$ cat config.mk
export PLATFORM = sky130hd
export DESIGN_NAME = sdboot_memctl
export DESIGN_NICKNAME = d
export VERILOG_FILES = /design/src/rtl/sdboot_memctl.sv
export SDC_FILE = /design/constraint.sdc
export NUM_CORES = 1
export LEC_CHECK = 0
export BUFFER_PORTS_ARGS = -buffer_cell sky130_fd_sc_hd__buf_2
export CAP_MARGIN = 5
export CELL_PAD_IN_SITES_DETAIL_PLACEMENT = 1
export CELL_PAD_IN_SITES_GLOBAL_PLACEMENT = 2
export CORE_MARGIN = 2
export CORE_UTILIZATION = 32
export CTS_CLUSTER_DIAMETER = 40
export DETAILED_ROUTE_END_ITERATION = 10
export HOLD_SLACK_MARGIN = 0.03
export PLACE_DENSITY_LB_ADDON = 0.1
export SLEW_MARGIN = 20
export SYNTH_ARGS = -nofsm -noshare
export SYNTH_HDL_FRONTEND = slang
export SYNTH_SLANG_ARGS = --single-unit
export TNS_END_PERCENT = 1
$ cat constraint.sdc
create_clock -name clk -period 3.7 [get_ports clk]
set_input_delay 1.11 -clock clk [delete_from_list [all_inputs] [get_ports clk]]
set_output_delay 1.11 -clock clk [all_outputs]
set_load 0.05 [all_outputs]
$ cat src/rtl/sdboot_memctl.sv
module sdboot_memctl #(
  parameter int AW       = 24,
  parameter int DW       = 32,
  parameter int ROW_W    = 12,
  parameter int COL_W    = 9,
  parameter int ROM_AW   = 21,
  parameter int WS_W     = 4,
  parameter int REF_W    = 16,
  parameter int TRP      = 2,
  parameter int TRFC     = 6,
  parameter int TWR      = 2,
  parameter int INIT_CYC = 8,
  parameter int BASE_MAX = 1 << 23,
  parameter int BOOT_MAX = 1 << 21
) (
  input  logic               clk,
  input  logic               rst_n,
  input  logic [1:0]         cfg_rcd,
  input  logic               cfg_cl,
  input  logic [REF_W-1:0]   cfg_ref_int,
  input  logic [AW-1:0]      cfg_base_start,
  input  logic [AW-1:0]      cfg_base_size,
  input  logic [AW-1:0]      cfg_boot_start,
  input  logic [AW-1:0]      cfg_boot_size,
  input  logic               cfg_boot_wp,
  input  logic [WS_W-1:0]    cfg_boot_wait,
  input  logic               req_valid,
  output logic               req_ready,
  input  logic               req_write,
  input  logic [AW-3:0]      req_addr,
  input  logic [4*DW/8-1:0]  req_be,
  input  logic [4*DW-1:0]    req_wdata,
  output logic               rsp_valid,
  output logic               rsp_err,
  output logic [4*DW-1:0]    rsp_rdata,
  output logic               sd_cs_n,
  output logic               sd_ras_n,
  output logic               sd_cas_n,
  output logic               sd_we_n,
  output logic [1:0]         sd_ba,
  output logic [ROW_W-1:0]   sd_addr,
  output logic [DW/8-1:0]    sd_dqm,
  output logic               rom_ce_n,
  output logic               rom_oe_n,
  output logic               rom_we_n,
  output logic [ROM_AW-1:0]  rom_addr,
  output logic [DW-1:0]      dq_out,
  output logic               dq_oe,
  input  logic [DW-1:0]      dq_in
);
  localparam int DMW = DW / 8;
  localparam int SDW = COL_W + ROW_W + 2;
  localparam int CW  = 8;
  localparam logic [3:0] CMD_DES = 4'b1111, CMD_ACT = 4'b0011, CMD_RD  = 4'b0101,
                         CMD_WR  = 4'b0100, CMD_PRE = 4'b0010, CMD_REF = 4'b0001,
                         CMD_MRS = 4'b0000;
  localparam logic [ROW_W-1:0] PRE_ALL = ROW_W'(1 << 10);

  typedef enum logic [3:0] {S_INIT, S_IDLE, S_RCD, S_RDAT, S_WDAT, S_WREC,
                            S_PRE, S_PWAIT, S_RWAIT, S_ROM, S_RSP} st_t;
  st_t st;

  logic [CW-1:0]     cnt;
  logic [2:0]        istep;
  logic [1:0]        beat;
  logic              wr_q;
  logic [4*DMW-1:0]  be_q;
  logic [4*DW-1:0]   wd_q;
  logic [SDW-1:0]    off_q;
  logic [3:0]        cmd_q;
  logic [REF_W-1:0]  ref_cnt;
  logic              ref_pend;

  logic [AW-1:0] req_a, base_off, boot_off;
  logic          base_hit, boot_ok, ref_hit, ref_issue;
  logic [2:0]    rcd_n, cl_n;
  logic [CW-1:0] wait1;
  logic [1:0]    beat_n;

  assign req_a     = {req_addr, 2'b00};
  assign base_off  = req_a - cfg_base_start;
  assign boot_off  = req_a - cfg_boot_start;
  assign base_hit  = req_a >= cfg_base_start && base_off < cfg_base_size && base_off < AW'(BASE_MAX);
  assign boot_ok   = req_a >= cfg_boot_start && boot_off < cfg_boot_size && boot_off < AW'(BOOT_MAX)
                     && !(req_write && cfg_boot_wp);
  assign rcd_n     = (cfg_rcd == 2'd0) ? 3'd2 : (cfg_rcd == 2'd1) ? 3'd3 : 3'd4;
  assign cl_n      = cfg_cl ? 3'd3 : 3'd2;
  assign wait1     = CW'(cfg_boot_wait) + CW'(1);
  assign beat_n    = beat + 2'd1;
  assign ref_hit   = (st != S_INIT) && (ref_cnt >= cfg_ref_int - REF_W'(1));
  assign ref_issue = (st == S_RWAIT) && (cnt <= CW'(1));
  assign req_ready = (st == S_IDLE) && !ref_pend;
  assign {sd_cs_n, sd_ras_n, sd_cas_n, sd_we_n} = cmd_q;

  always_ff @(posedge clk or negedge rst_n) begin
    if (!rst_n) begin
      st <= S_INIT; cnt <= CW'(INIT_CYC); istep <= '0; beat <= '0;
      wr_q <= 1'b0; be_q <= '0; wd_q <= '0; off_q <= '0; cmd_q <= CMD_DES;
      sd_ba <= '0; sd_addr <= '0; sd_dqm <= '0; dq_out <= '0; dq_oe <= 1'b0;
      rom_ce_n <= 1'b1; rom_oe_n <= 1'b1; rom_we_n <= 1'b1; rom_addr <= '0;
      rsp_valid <= 1'b0; rsp_err <= 1'b0; rsp_rdata <= '0;
      ref_cnt <= '0; ref_pend <= 1'b0;
    end else begin
      cmd_q     <= CMD_DES;
      rsp_valid <= 1'b0;
      if (st != S_INIT) ref_cnt <= ref_hit ? '0 : ref_cnt + REF_W'(1);
      ref_pend <= (ref_pend && !ref_issue) || ref_hit;
      case (st)
        S_INIT: if (cnt > CW'(1)) cnt <= cnt - CW'(1);
          else begin
            istep <= istep + 3'd1;
            case (istep)
              3'd0:      begin cmd_q <= CMD_PRE; sd_addr <= PRE_ALL; cnt <= CW'(TRP); end
              3'd1,3'd2: begin cmd_q <= CMD_REF; cnt <= CW'(TRFC); end
              3'd3:      begin cmd_q <= CMD_MRS; sd_addr <= ROW_W'({cl_n, 1'b0, 3'b010}); cnt <= CW'(2); end
              default:   st <= S_IDLE;
            endcase
          end
        S_IDLE: if (ref_pend) begin
            cmd_q <= CMD_PRE; sd_addr <= PRE_ALL; cnt <= CW'(TRP); st <= S_RWAIT;
          end else if (req_valid) begin
            wr_q <= req_write; be_q <= req_be; wd_q <= req_wdata; beat <= '0; rsp_err <= 1'b0;
            if (base_hit) begin
              cmd_q <= CMD_ACT; sd_ba <= base_off[SDW-1 -: 2]; sd_addr <= base_off[COL_W +: ROW_W];
              off_q <= base_off[SDW-1:0]; cnt <= CW'(rcd_n); st <= S_RCD;
            end else if (boot_ok) begin
              rom_ce_n <= 1'b0; rom_oe_n <= req_write; rom_we_n <= !req_write;
              rom_addr <= boot_off[ROM_AW-1:0]; dq_out <= req_wdata[DW-1:0]; dq_oe <= req_write;
              sd_dqm <= req_write ? ~req_be[DMW-1:0] : '0; cnt <= wait1; st <= S_ROM;
            end else begin
              rsp_err <= 1'b1; st <= S_RSP;
            end
          end
        S_RCD: if (cnt > CW'(1)) cnt <= cnt - CW'(1);
          else begin
            cmd_q <= wr_q ? CMD_WR : CMD_RD; sd_addr <= ROW_W'(off_q[COL_W-1:0]);
            if (wr_q) begin
              dq_out <= wd_q[DW-1:0]; dq_oe <= 1'b1; sd_dqm <= ~be_q[DMW-1:0];
              beat <= 2'd1; st <= S_WDAT;
            end else begin
              cnt <= CW'(cl_n) + CW'(1); st <= S_RDAT;
            end
          end
        S_WDAT: begin
          dq_out <= wd_q[int'(beat)*DW +: DW]; sd_dqm <= ~be_q[int'(beat)*DMW +: DMW];
          beat <= beat_n;
          if (beat == 2'd3) begin cnt <= CW'(TWR); st <= S_WREC; end
        end
        S_WREC: begin
          dq_oe <= 1'b0; sd_dqm <= '0;
          if (cnt > CW'(1)) cnt <= cnt - CW'(1); else st <= S_PRE;
        end
        S_RDAT: if (cnt > CW'(1)) cnt <= cnt - CW'(1);
          else begin
            rsp_rdata[int'(beat)*DW +: DW] <= dq_in; beat <= beat_n;
            if (beat == 2'd3) st <= S_PRE;
          end
        S_PRE: begin
          cmd_q <= CMD_PRE; sd_addr <= PRE_ALL; rsp_valid <= 1'b1; cnt <= CW'(TRP); st <= S_PWAIT;
        end
        S_PWAIT: if (cnt > CW'(1)) cnt <= cnt - CW'(1); else st <= S_IDLE;
        S_RWAIT: if (cnt > CW'(1)) cnt <= cnt - CW'(1);
          else begin cmd_q <= CMD_REF; cnt <= CW'(TRFC); st <= S_PWAIT; end
        S_ROM: if (cnt > CW'(1)) cnt <= cnt - CW'(1);
          else begin
            if (!wr_q) rsp_rdata[int'(beat)*DW +: DW] <= dq_in;
            if (beat == 2'd3) begin
              rom_ce_n <= 1'b1; rom_oe_n <= 1'b1; rom_we_n <= 1'b1;
              dq_oe <= 1'b0; sd_dqm <= '0; st <= S_RSP;
            end else begin
              beat <= beat_n; rom_addr <= rom_addr + ROM_AW'(1); cnt <= wait1;
              dq_out <= wd_q[int'(beat_n)*DW +: DW];
              sd_dqm <= wr_q ? ~be_q[int'(beat_n)*DMW +: DMW] : '0;
            end
          end
        S_RSP: begin rsp_valid <= 1'b1; st <= S_IDLE; end
        default: st <= S_IDLE;
      endcase
    end
  end

  logic pre_seen;
  always_ff @(posedge clk or negedge rst_n) begin
    if (!rst_n) pre_seen <= 1'b0;
    else if (cmd_q == CMD_PRE && sd_addr[10]) pre_seen <= 1'b1;
    else if (cmd_q == CMD_ACT) pre_seen <= 1'b0;
  end

  AST_REF_PRECHARGED: assert property (@(posedge clk) disable iff (!rst_n)
    (cmd_q == CMD_REF) |-> pre_seen);
  AST_BOOT_SD_DESEL: assert property (@(posedge clk) disable iff (!rst_n)
    !rom_ce_n |-> sd_cs_n);
  AST_WP_NO_STROBE: assert property (@(posedge clk) disable iff (!rst_n)
    $fell(rom_we_n) |-> !cfg_boot_wp);
  AST_ONE_BUS_DRIVER: assert property (@(posedge clk) disable iff (!rst_n)
    !rom_oe_n |-> !dq_oe);
  AST_RSP_ONE_CYCLE: assert property (@(posedge clk) disable iff (!rst_n)
    rsp_valid |=> !rsp_valid);
endmodule

==> results_dict.tcl, run 1 <==
set metrics [dict create \
    status "finished with violations" \
    violations "setup timing" \
    slowest_stage "a221o_1" \
    p_sw_frac 0.445 \
    avgViaCountPerCell 5.17 \
    worst_path_largest_cell_delay_ps 380 \
    wirelength_um 99400 \
    via_count 23392 \
    io_pins 532 \
    area.sequential_sq_um 9940 \
    p_clk_frac 0.285 \
    grt_pass1_vias 25679 \
    setup_ws_ps -1160 \
    setup_viol 98 \
    rows 98 \
    drive_above_1_share 0.345 \
    postRouteAntennaNets 0 \
    max_freq_ghz 0.206 \
    rsz0062_at_grt "true" \
    path_clk_slew_ps 50 \
    p_comb_frac 0.459 \
    yosysMostFrequentCell "nand2_1" \
    synth_top_cell_by_area "dfrtp_1" \
    clockRootBuffer "clkbuf_16" \
    cts.sinks 397 \
    setup-tns-final_ps -102150 \
    fin_cells 4522 \
    power.total_mw 28.5 \
    netlist.area_leader.share 0.424 \
    route.detailed.drc 0 \
    syn-instance-count 2687 \
    netlist_top_cells_count "841 x nand2_1, 389 x dfrtp_1, 217 x o21ai_0" \
    async_flop_share 1.00 \
    finalNetCount 3937 \
    finalHoldViolations 0 \
    worstSetupPathType "in -> reg" \
    peakVddDrop_uv 401 \
    p_leak_nw 16.2 \
    hold_buffers 0 \
    cts_made_buffers 86 \
    syn_area_per_cell_sq_um 8.54 \
    cp.arrival_ps 5330 \
    intPower_mw 15.8 \
    track_usage 0.268 \
    wl_per_cell_um 22.0 \
    relSlewSlack 0.494 \
    synth_area_leaders "dfrtp_1 42%, nand2_1 14%, ha_1 6.8%" \
    timing.max_cap.violations 0 \
    area_growth_syn_to_layout_pct 44.3 \
    dr.pass1.iters 5 \
    clock_latency_ps 650 \
    synth_edf_count 0 \
    fillers 8379 \
    cp.required_ps 4170 \
    final_max_slew_viol_count 0 \
    synth_nets 3134 \
    clk_path_buf_depth 3 \
    place_congestion 0.951 \
    die_width_um 272 \
    core-area_sq_um 71200 \
    grt_max_degree 145 \
    die_y_um 272 \
    hpwl_um 73800 \
    synth.cell_area_sq_um 22900 \
    port_buffers 531 \
    ys_types 77 \
    yosysWarnings 0 \
    end_kind "flop" \
    tritoncts "done" \
    ys_seq_elements 397 \
    overflow 0 \
    place_inst 4321 \
    p_switching_mw 12.7 \
    initial_utilization 0.322 \
    multi_input_area_sq_um 12900 \
    pwr_density_cell_nw_per_um2 860 \
    ys_seq_area_frac 0.433 \
    seq_power_share 0.256 \
    min_period_over_period 1.31 \
    finClkSkew_ps 80.5 \
    dieArea_sq_um 73900 \
    critPathMaxFanout 8 \
    hold_class "in -> async" \
    antenna_found_initial 28 \
    startpoint_type "input port" \
    period_minus_slack_ps 4860 \
    synthFlopType "dfrtp_1" \
    stdcell_area_sq_um 33100 \
    htree_levels 3 \
    tightest_slew_ps 754 \
    path_cells "buf_6 > ha_4 > buf_6 > a21o_1 > a221o_1 > a21o_1 > a21oi_2 > o21ai_1 > xor2_1 > buf_4 > ha_1 > and4_1 > buf_4 > o2111ai_1 > a211o_1 > o211ai_1 > a211o_1 > o41ai_4 > clkbuf_16 > and3_4 > buf_12 > a31oi_4" \
    grt_pass1_wl_um 155000 \
    first_iter_violations 1180 \
    dp_slack_ps -2330 \
    dpl_cell_area_sq_um 29100 \
]
[what timing repair did]
action	CTS	global route
endpoints found under the setup margin	98	98
setup buffers	18	11
gates resized for setup	73	49
gates cloned	2	0
pin swaps	49	35
[cells by family after synthesis]
group	after synthesis	synth area share
flip-flops	397	0.433
AO/OA/AOI/OAI	637	0.173
XOR/XNOR	67	0.0256
adder cells (fa/ha/maj)	125	0.0681
buffers and inverters	280	0.0472
AND/OR/NAND/NOR	1116	0.202
multiplexers	65	0.0512
[registers in the layout, indices dropped and copies added, names as in the netlist, 3 cells and up]
| register | flops |
|---|---|
| be_q | 16 |
| cmd_q | 4 |
| cnt | 8 |
| dq_out | 32 |
| istep | 3 |
| off_q | 9 |
| ref_cnt | 16 |
| rom_addr | 21 |
| rsp_rdata | 128 |
| sd_addr | 12 |
| sd_dqm | 4 |
| st | 4 |
| wd_q | 128 |
[final cells by class]
cell class                      instances  area share
Multi-Input combinational cell       2010       0.389
Sequential cell                       397       0.300
Timing Repair Buffer                  862       0.166
Clock buffer                          107      0.0701
Tap cell                              950      0.0359
Clock inverter                         54      0.0235
Inverter                              133      0.0154
Antenna cell                            9    0.000680
[worst max-delay path: cells and delay by family]
kind | cells | cell delay [ps]
compound gates | 11 | 2170
buf+inv | 6 | 920
simple gates | 2 | 490
fa+ha+maj | 2 | 440
xor+xnor | 1 | 170
[worst paths after layout]
path                             start  slack, ps  cells after the start        end
max                        req_addr[1]      -1160                     22  dq_out[9]
max reg2reg                     cnt[2]        550                      8  dq_out[9]
min in group clk             wd_q[114]        470                      2  wd_q[114]
max in group asynchronous        rst_n       2490                      2  wd_q[102]
min reg2reg                  wd_q[114]        470                      2  wd_q[114]
min                              rst_n        370                      1  dq_out[7]
[cell usage in the layout (no fill, tap or decap), types with 17 or more instances in the layout]
cell type	count
a31oi_1	96
a21oi_2	19
mux2_2	18
xor2_1	23
nand3_1	44
clkinv_2	17
nand2_1	833
dfrtp_1	389
clkbuf_16	87
a21o_1	35
nor3_1	22
a22oi_1	34
xnor2_1	39
buf_2	523
ha_1	99
a21oi_1	80
nor2_1	91
mux4_2	40
inv_1	119
ha_4	24
buf_4	304
o21ai_0	204
[per-stage QoR]
stage	hold WS [ps]	utilization
6_report	367	0.465
3_3_place_gp	452	0.409
3_5_place_dp	461	0.409
2_1_floorplan	440	-
5_1_grt	356	0.465
4_1_cts	342	0.460
[per-layer routing]
metal  vias up  GRT usage  wire [um]
met3       183     0.0613       5260
met5         -          0        213
li1      10958          -          -
met1     11672      0.325      41000
met4        36     0.0866       2950
met2       543      0.468      50000
[power by group through the flow]
stage	Sequential (mW)	Clock, mW	Combinational [mW]
floorplan	9.92	0	5.41
global placement	7.22	0	12.3
detailed placement	7.31	0	12.6
CTS	7.28	8.26	13.0
global route	7.50	8.48	14.1
finish	7.28	8.11	13.1
No activity file was read; power rests on OpenSTA's default activity.
==> run 2, diff against run 1 <==
Settings changed: ABC_AREA set to 1, CORE_UTILIZATION 32 to 31.
==> run 2 against run 1 <==
  * The flow still finishes with violations (setup timing)
  * Final cell count grew 15%
  * Via count grew 6.8%
  * Largest cell class unchanged
  * Sequential cell count is the same
  * Wire length grew 0.11%
  * Global-route usage shrank 2.3 points
  * Register-to-register slack gained 160 ps
==> results_dict.tcl, run 2 <==
set metrics [dict create \
    synth_area_leaders "dfrtp_1 40%, nand2_1 18%, ha_1 6.5%" \
    tritoncts "done" \
    met3_wirelength_um 4820 \
    pwr_density_cell_nw_per_um2 908 \
    p_leak_nw 17.8 \
    dp_slack_ps -1080 \
    die_y_um 284 \
    max_freq_ghz 0.257 \
    first_iter_violations 1370 \
    rsz0062_at_grt "true" \
    via_count 24974 \
    met2_length_um 47500 \
    layout_commonest_cell "nand2_1" \
    wirelength_um 99500 \
    worstSetupPathType "in -> reg" \
    power.total_mw 31.1 \
    wl_met1_um 43700 \
    die_width_um 284 \
    setup_ws_ps -197 \
    end_kind "flop" \
    dr.pass1.iters 5 \
    ys_seq_area_frac 0.410 \
    violations "setup timing" \
    status "finished with violations" \
    final_max_slew_viol_count 0 \
    startpoint_type "input port" \
    fin_util 0.443 \
    tightest_slew_ps 874 \
    overflow 0 \
    synth.cell_area_sq_um 24200 \
    clk_path_buf_depth 3 \
    antenna_found_initial 20 \
    cts_made_buffers 91 \
    clock_latency_ps 660 \
    io_pins 532 \
    initial_utilization 0.313 \
    relSlewSlack 0.402 \
    area_growth_syn_to_layout_pct 41.5 \
    path_clk_slew_ps 50 \
    finalHoldViolations 0 \
    wl_per_cell_um 19.2 \
    period_minus_slack_ps 3900 \
    htree_levels 3 \
    postRouteAntennaNets 0 \
    cp.arrival_ps 4390 \
    hpwl_um 75100 \
    ys_types 67 \
    setup-tns-final_ps -9850 \
    synth_top_cell_by_area "dfrtp_1" \
    synth_nets 3739 \
    grt_max_degree 123 \
    route.detailed.drc 0 \
    track_usage 0.244 \
    min_period_over_period 1.05 \
    syn_area_per_cell_sq_um 7.36 \
    r2r_cells 9 \
    drive_above_1_share 0.313 \
    synth_edf_count 0 \
    startpoint "req_addr[4]" \
    grt_pass1_wl_um 155000 \
    critPathMaxFanout 11 \
    reg.largest.list "rsp_rdata: 128 flops, wd_q: 128 flops, dq_out: 32 flops" \
    finClkSkew_ps 54.8 \
    cts.sinks 397 \
    final_cell_mix "1,107 x nand2_1, 527 x buf_2, 388 x dfrtp_1, 314 x inv_1, 255 x buf_4" \
    r2r-start "beat[1]" \
    grt_pass1_vias 27008 \
    dr.max_layer_used "met5" \
    hold_buffers 0 \
    peakVddDrop_uv 434 \
    dieArea_sq_um 80500 \
    whs_ps 391 \
    setup_viol 80 \
    synthFlopType "dfrtp_1" \
    netlist.area_leader.share 0.402 \
    rows 102 \
    port_buffers 531 \
    finalNetCount 4509 \
    yosysWarnings 0 \
    cp.required_ps 4200 \
    core-area_sq_um 77500 \
    place_congestion 0.846 \
    async_flop_share 1.00 \
    avgViaCountPerCell 4.81 \
    clockRootBuffer "clkbuf_16" \
    ys_seq_elements 397 \
    hold_class "in -> async" \
    syn-instance-count 3292 \
    yosysMostFrequentCell "nand2_1" \
    netlist_top_cells_count "1,146 x nand2_1, 389 x dfrtp_1, 328 x inv_1" \
    timing.max_cap.violations 0 \
]
run 2: metal layers:
metal,global-route usage,vias to the layer above
li1,-,12117
met1,0.312,12125
met2,0.410,543
met3,0.0498,173
met4,0.0860,16
met5,0,-
run 2: final timing paths:
kind | end | slack (ps)
max | dq_out[31] | -200
min in group clk | wd_q[120] | 470
min reg2reg | wd_q[120] | 470
max reg2reg | dq_out[14] | 710
max in group asynchronous | wd_q[7] | 2390
min | ref_cnt[12] | 390
run 2: repair_timing:
action                                  CTS  global route
setup buffers                             7             5
resized for setup                        75            79
pin swaps                                20            36
endpoints found under the setup margin  112           115
gates cloned                              2             3
run 2: power by group:
part,switching (mW),total (mW),internal (mW)
clock network,2.89,8.66,5.76
registers,1.33,7.61,6.28
logic,10.3,14.9,4.57
total,14.5,31.1,16.6
run 2: layout make-up:
class / count / area [sq um]
fillers: 9574 / 43200
multi-input cells: 2408 / 13300
diodes: 10 / 25.0
clock inverters: 60 / 857
clock buffers: 112 / 2500
inverters: 356 / 1350
well taps: 1040 / 1300
flip-flops and latches: 397 / 9950
repair buffers: 808 / 5060
run 2: kinds of logic (layout without fill, tap and decap cells):
logic type                 count (synthesis)  count (layout)  share of synthesized area
DFF                                      397             397                      0.410
AOI/OAI and AO/OA                        593             593                      0.137
xor gates and xnor gates                  76              76                     0.0275
other                                      0              10                          0
and+or+nand+nor                         1609            1609                      0.276
muxes                                      5               5                    0.00206
adders and majority gates                125             125                     0.0645
buffers and inverters                    487            1336                     0.0830
run 2: critical path, stage by stage:
cell and delay, ps:
buf_4 130, ha_4 270, nand2_4 70, inv_1 60, a21oi_2 140, nand2_2 100, nand3_2 100, nand3_4 90
a21oi_4 210, o21ai_2 90, xor2_2 170, ha_1 280, nand2_1 80, nor2_2 110, nor3b_4 210, nor2b_1 150
nand2_1 90, nand3_2 110, nor2_4 50, buf_12 140, nand2_8 90, nand3_4 70, buf_12 170, buf_12 150
nand2_1 80, o21ai_2 60
run 2: through the flow:
step | cell area, sq um | std cells
floorplan | 24600 | 3292
global placement | 30000 | 4992
detailed placement | 30000 | 4992
CTS | 33900 | 5173
global route | 34300 | 5189
finish | 34300 | 5191
==> run 3, diff against run 2 <==
Settings changed: BUFFER_PORTS_ARGS -buffer_cell sky130_fd_sc_hd__buf_2 to unset, CORE_UTILIZATION 31 to 36, DONT_BUFFER_PORTS set to 1, GPL_TIMING_DRIVEN set to 0.
==> run 3 against run 2 <==
  * Register-to-register slack got worse by 850 ps
  * Largest cell class unchanged
  * Clock skew rose by 3.8 ps
  * The run ends with slew limit, setup timing left
  * Non-clock buffer count fell by 616
  * Hold slack got worse by 210 ps
  * Count of clock-buffer cells in the layout fell by 10
  * Via count fell by 7.6%
  * Critical path type unchanged
  * Global-route usage rose by 3.7 points
==> results_dict.tcl, run 3 (synthesized netlist as in run 2, its figures left out) <==
set metrics [dict create \
    dr.pass1.iters 5 \
    die_width_um 263 \
    clk_path_buf_depth 3 \
    wl_per_cell_um 22.6 \
    p_clk_frac 0.254 \
    hold_buffers 0 \
    reg.largest.list "rsp_rdata: 128 flops, wd_q: 128 flops, dq_out: 32 flops" \
    finalNetCount 3884 \
    track_usage 0.281 \
    min_period_over_period 1.06 \
    route.detailed.drc 0 \
    path_clk_slew_ps 50 \
    critPathBufInv 4 \
    grt_max_degree 398 \
    grt_pass1_vias 24577 \
    io_pins 532 \
    startpoint_type "input port" \
    relSlewSlack -0.347 \
    area_growth_syn_to_layout_pct 24.4 \
    hpwl_um 75300 \
    initial_utilization 0.362 \
    setup_viol 96 \
    p_sw_frac 0.490 \
    end_kind "flop" \
    antenna_found_initial 18 \
    place_congestion 0.894 \
    hold_class "in -> async" \
    p_leak_nw 14.9 \
    cp.required_ps 4210 \
    postRouteAntennaNets 0 \
    via_count 23078 \
    drive_above_1_share 0.190 \
    clockRootBuffer "clkbuf_16" \
    tightest_slew_ps 2020 \
    max_freq_ghz 0.255 \
    worst_path_largest_cell_delay_ps 270 \
    fin_util 0.451 \
    cp_common_cell "nand2_4" \
    first_iter_violations 1172 \
    cp.arrival_ps 4440 \
    die_y_um 263 \
    slowest_stage "nor2_4" \
    core-area_sq_um 66900 \
    dp_slack_ps -1280 \
    period_minus_slack_ps 3930 \
    p_switching_mw 14.4 \
    cts.sinks 397 \
    worstSetupPathType "in -> reg" \
    final_max_slew_viol_count 224 \
    status "finished with violations" \
    avgViaCountPerCell 5.26 \
    finalHoldViolations 0 \
    grt_pass1_wl_um 150000 \
    critPathMaxFanout 5 \
    wirelength_um 99000 \
    tritoncts "done" \
    rsz0062_at_grt "true" \
    clock_latency_ps 640 \
    p_comb_frac 0.370 \
    intPower_mw 15.0 \
    setup_ws_ps -228 \
    htree_levels 3 \
    layout_commonest_cell "nand2_1" \
    peakVddDrop_uv 459 \
    finClkSkew_ps 58.6 \
    pwr_density_cell_nw_per_um2 978 \
    critical-path-top-delay-family "simple AND/OR/NAND/NOR gates" \
    port_buffers 0 \
    cts_made_buffers 81 \
    final_cell_mix "1,080 x nand2_1, 389 x dfrtp_1, 307 x inv_1, 191 x nor2_1, 173 x o21ai_0" \
    dieArea_sq_um 69400 \
    rows 95 \
    seq_power_share 0.376 \
    setup-tns-final_ps -12260 \
    timing.max_cap.violations 0 \
    overflow 0 \
    violations "slew limit, setup timing" \
]
-- run 3: area by class of cell --
cell class / instances / area (sq um)
Timing Repair Buffer: 61 / 593
Tap cell: 873 / 1090
Buffer: 131 / 767
Sequential cell: 397 / 9940
Clock inverter: 48 / 594
Inverter: 356 / 1370
Antenna cell: 14 / 35.0
Clock buffer: 102 / 2260
Multi-Input combinational cell: 2409 / 13500
Fill cell: 8096 / 36800
-- run 3: power by group through the flow --
stage	Combinational [mW]	Clock [mW]	Sequential (mW)
after CTS	10.6	7.62	11.1
after global placement	9.36	0	11.1
after global routing	12.2	7.82	11.3
after floorplan	6.93	0	10.3
final	10.9	7.49	11.1
after detailed placement	9.67	0	11.1
-- run 3: timing repair --
item                                    in CTS  in global routing
endpoints found under the setup margin     182                152
gates resized for setup                    129                130
gates cloned                                 6                  1
buffers inserted                            41                 15
pin swaps                                   44                 69
-- run 3: worst paths after layout --
check | end | slack (ps) | start | cells past startpoint
setup / recovery | dq_out[14] | -230 | cfg_base_start[5] | 26
hold / removal | ref_cnt[13] | 180 | rst_n | 0
setup reg to reg | dq_out[11] | -140 | beat[0] | 13
hold reg to reg | wd_q[58] | 460 | wd_q[58] | 2
max in group asynchronous | wd_q[77] | 1870 | rst_n | 0
min in group clk | wd_q[58] | 460 | wd_q[58] | 2
-- run 3: layer usage --
metal | vias up | track usage | part of all wire
li1 | 10896 | - | -
met1 | 11328 | 0.357 | 0.42
met2 | 649 | 0.457 | 0.47
met3 | 197 | 0.0714 | 0.067
met4 | 8 | 0.114 | 0.040
met5 | - | 0 | 0.00062
-- run 3: per-stage QoR --
step	cell area [sq um]	total power, mW	std cells	hold slack [ps]
after floorplan	24600	17.3	3292	437
after global placement	25700	20.4	4165	449
after detailed placement	25700	20.8	4165	454
after CTS	29500	29.3	4361	153
after global routing	30100	31.3	4389	152
final	30200	29.5	4391	180
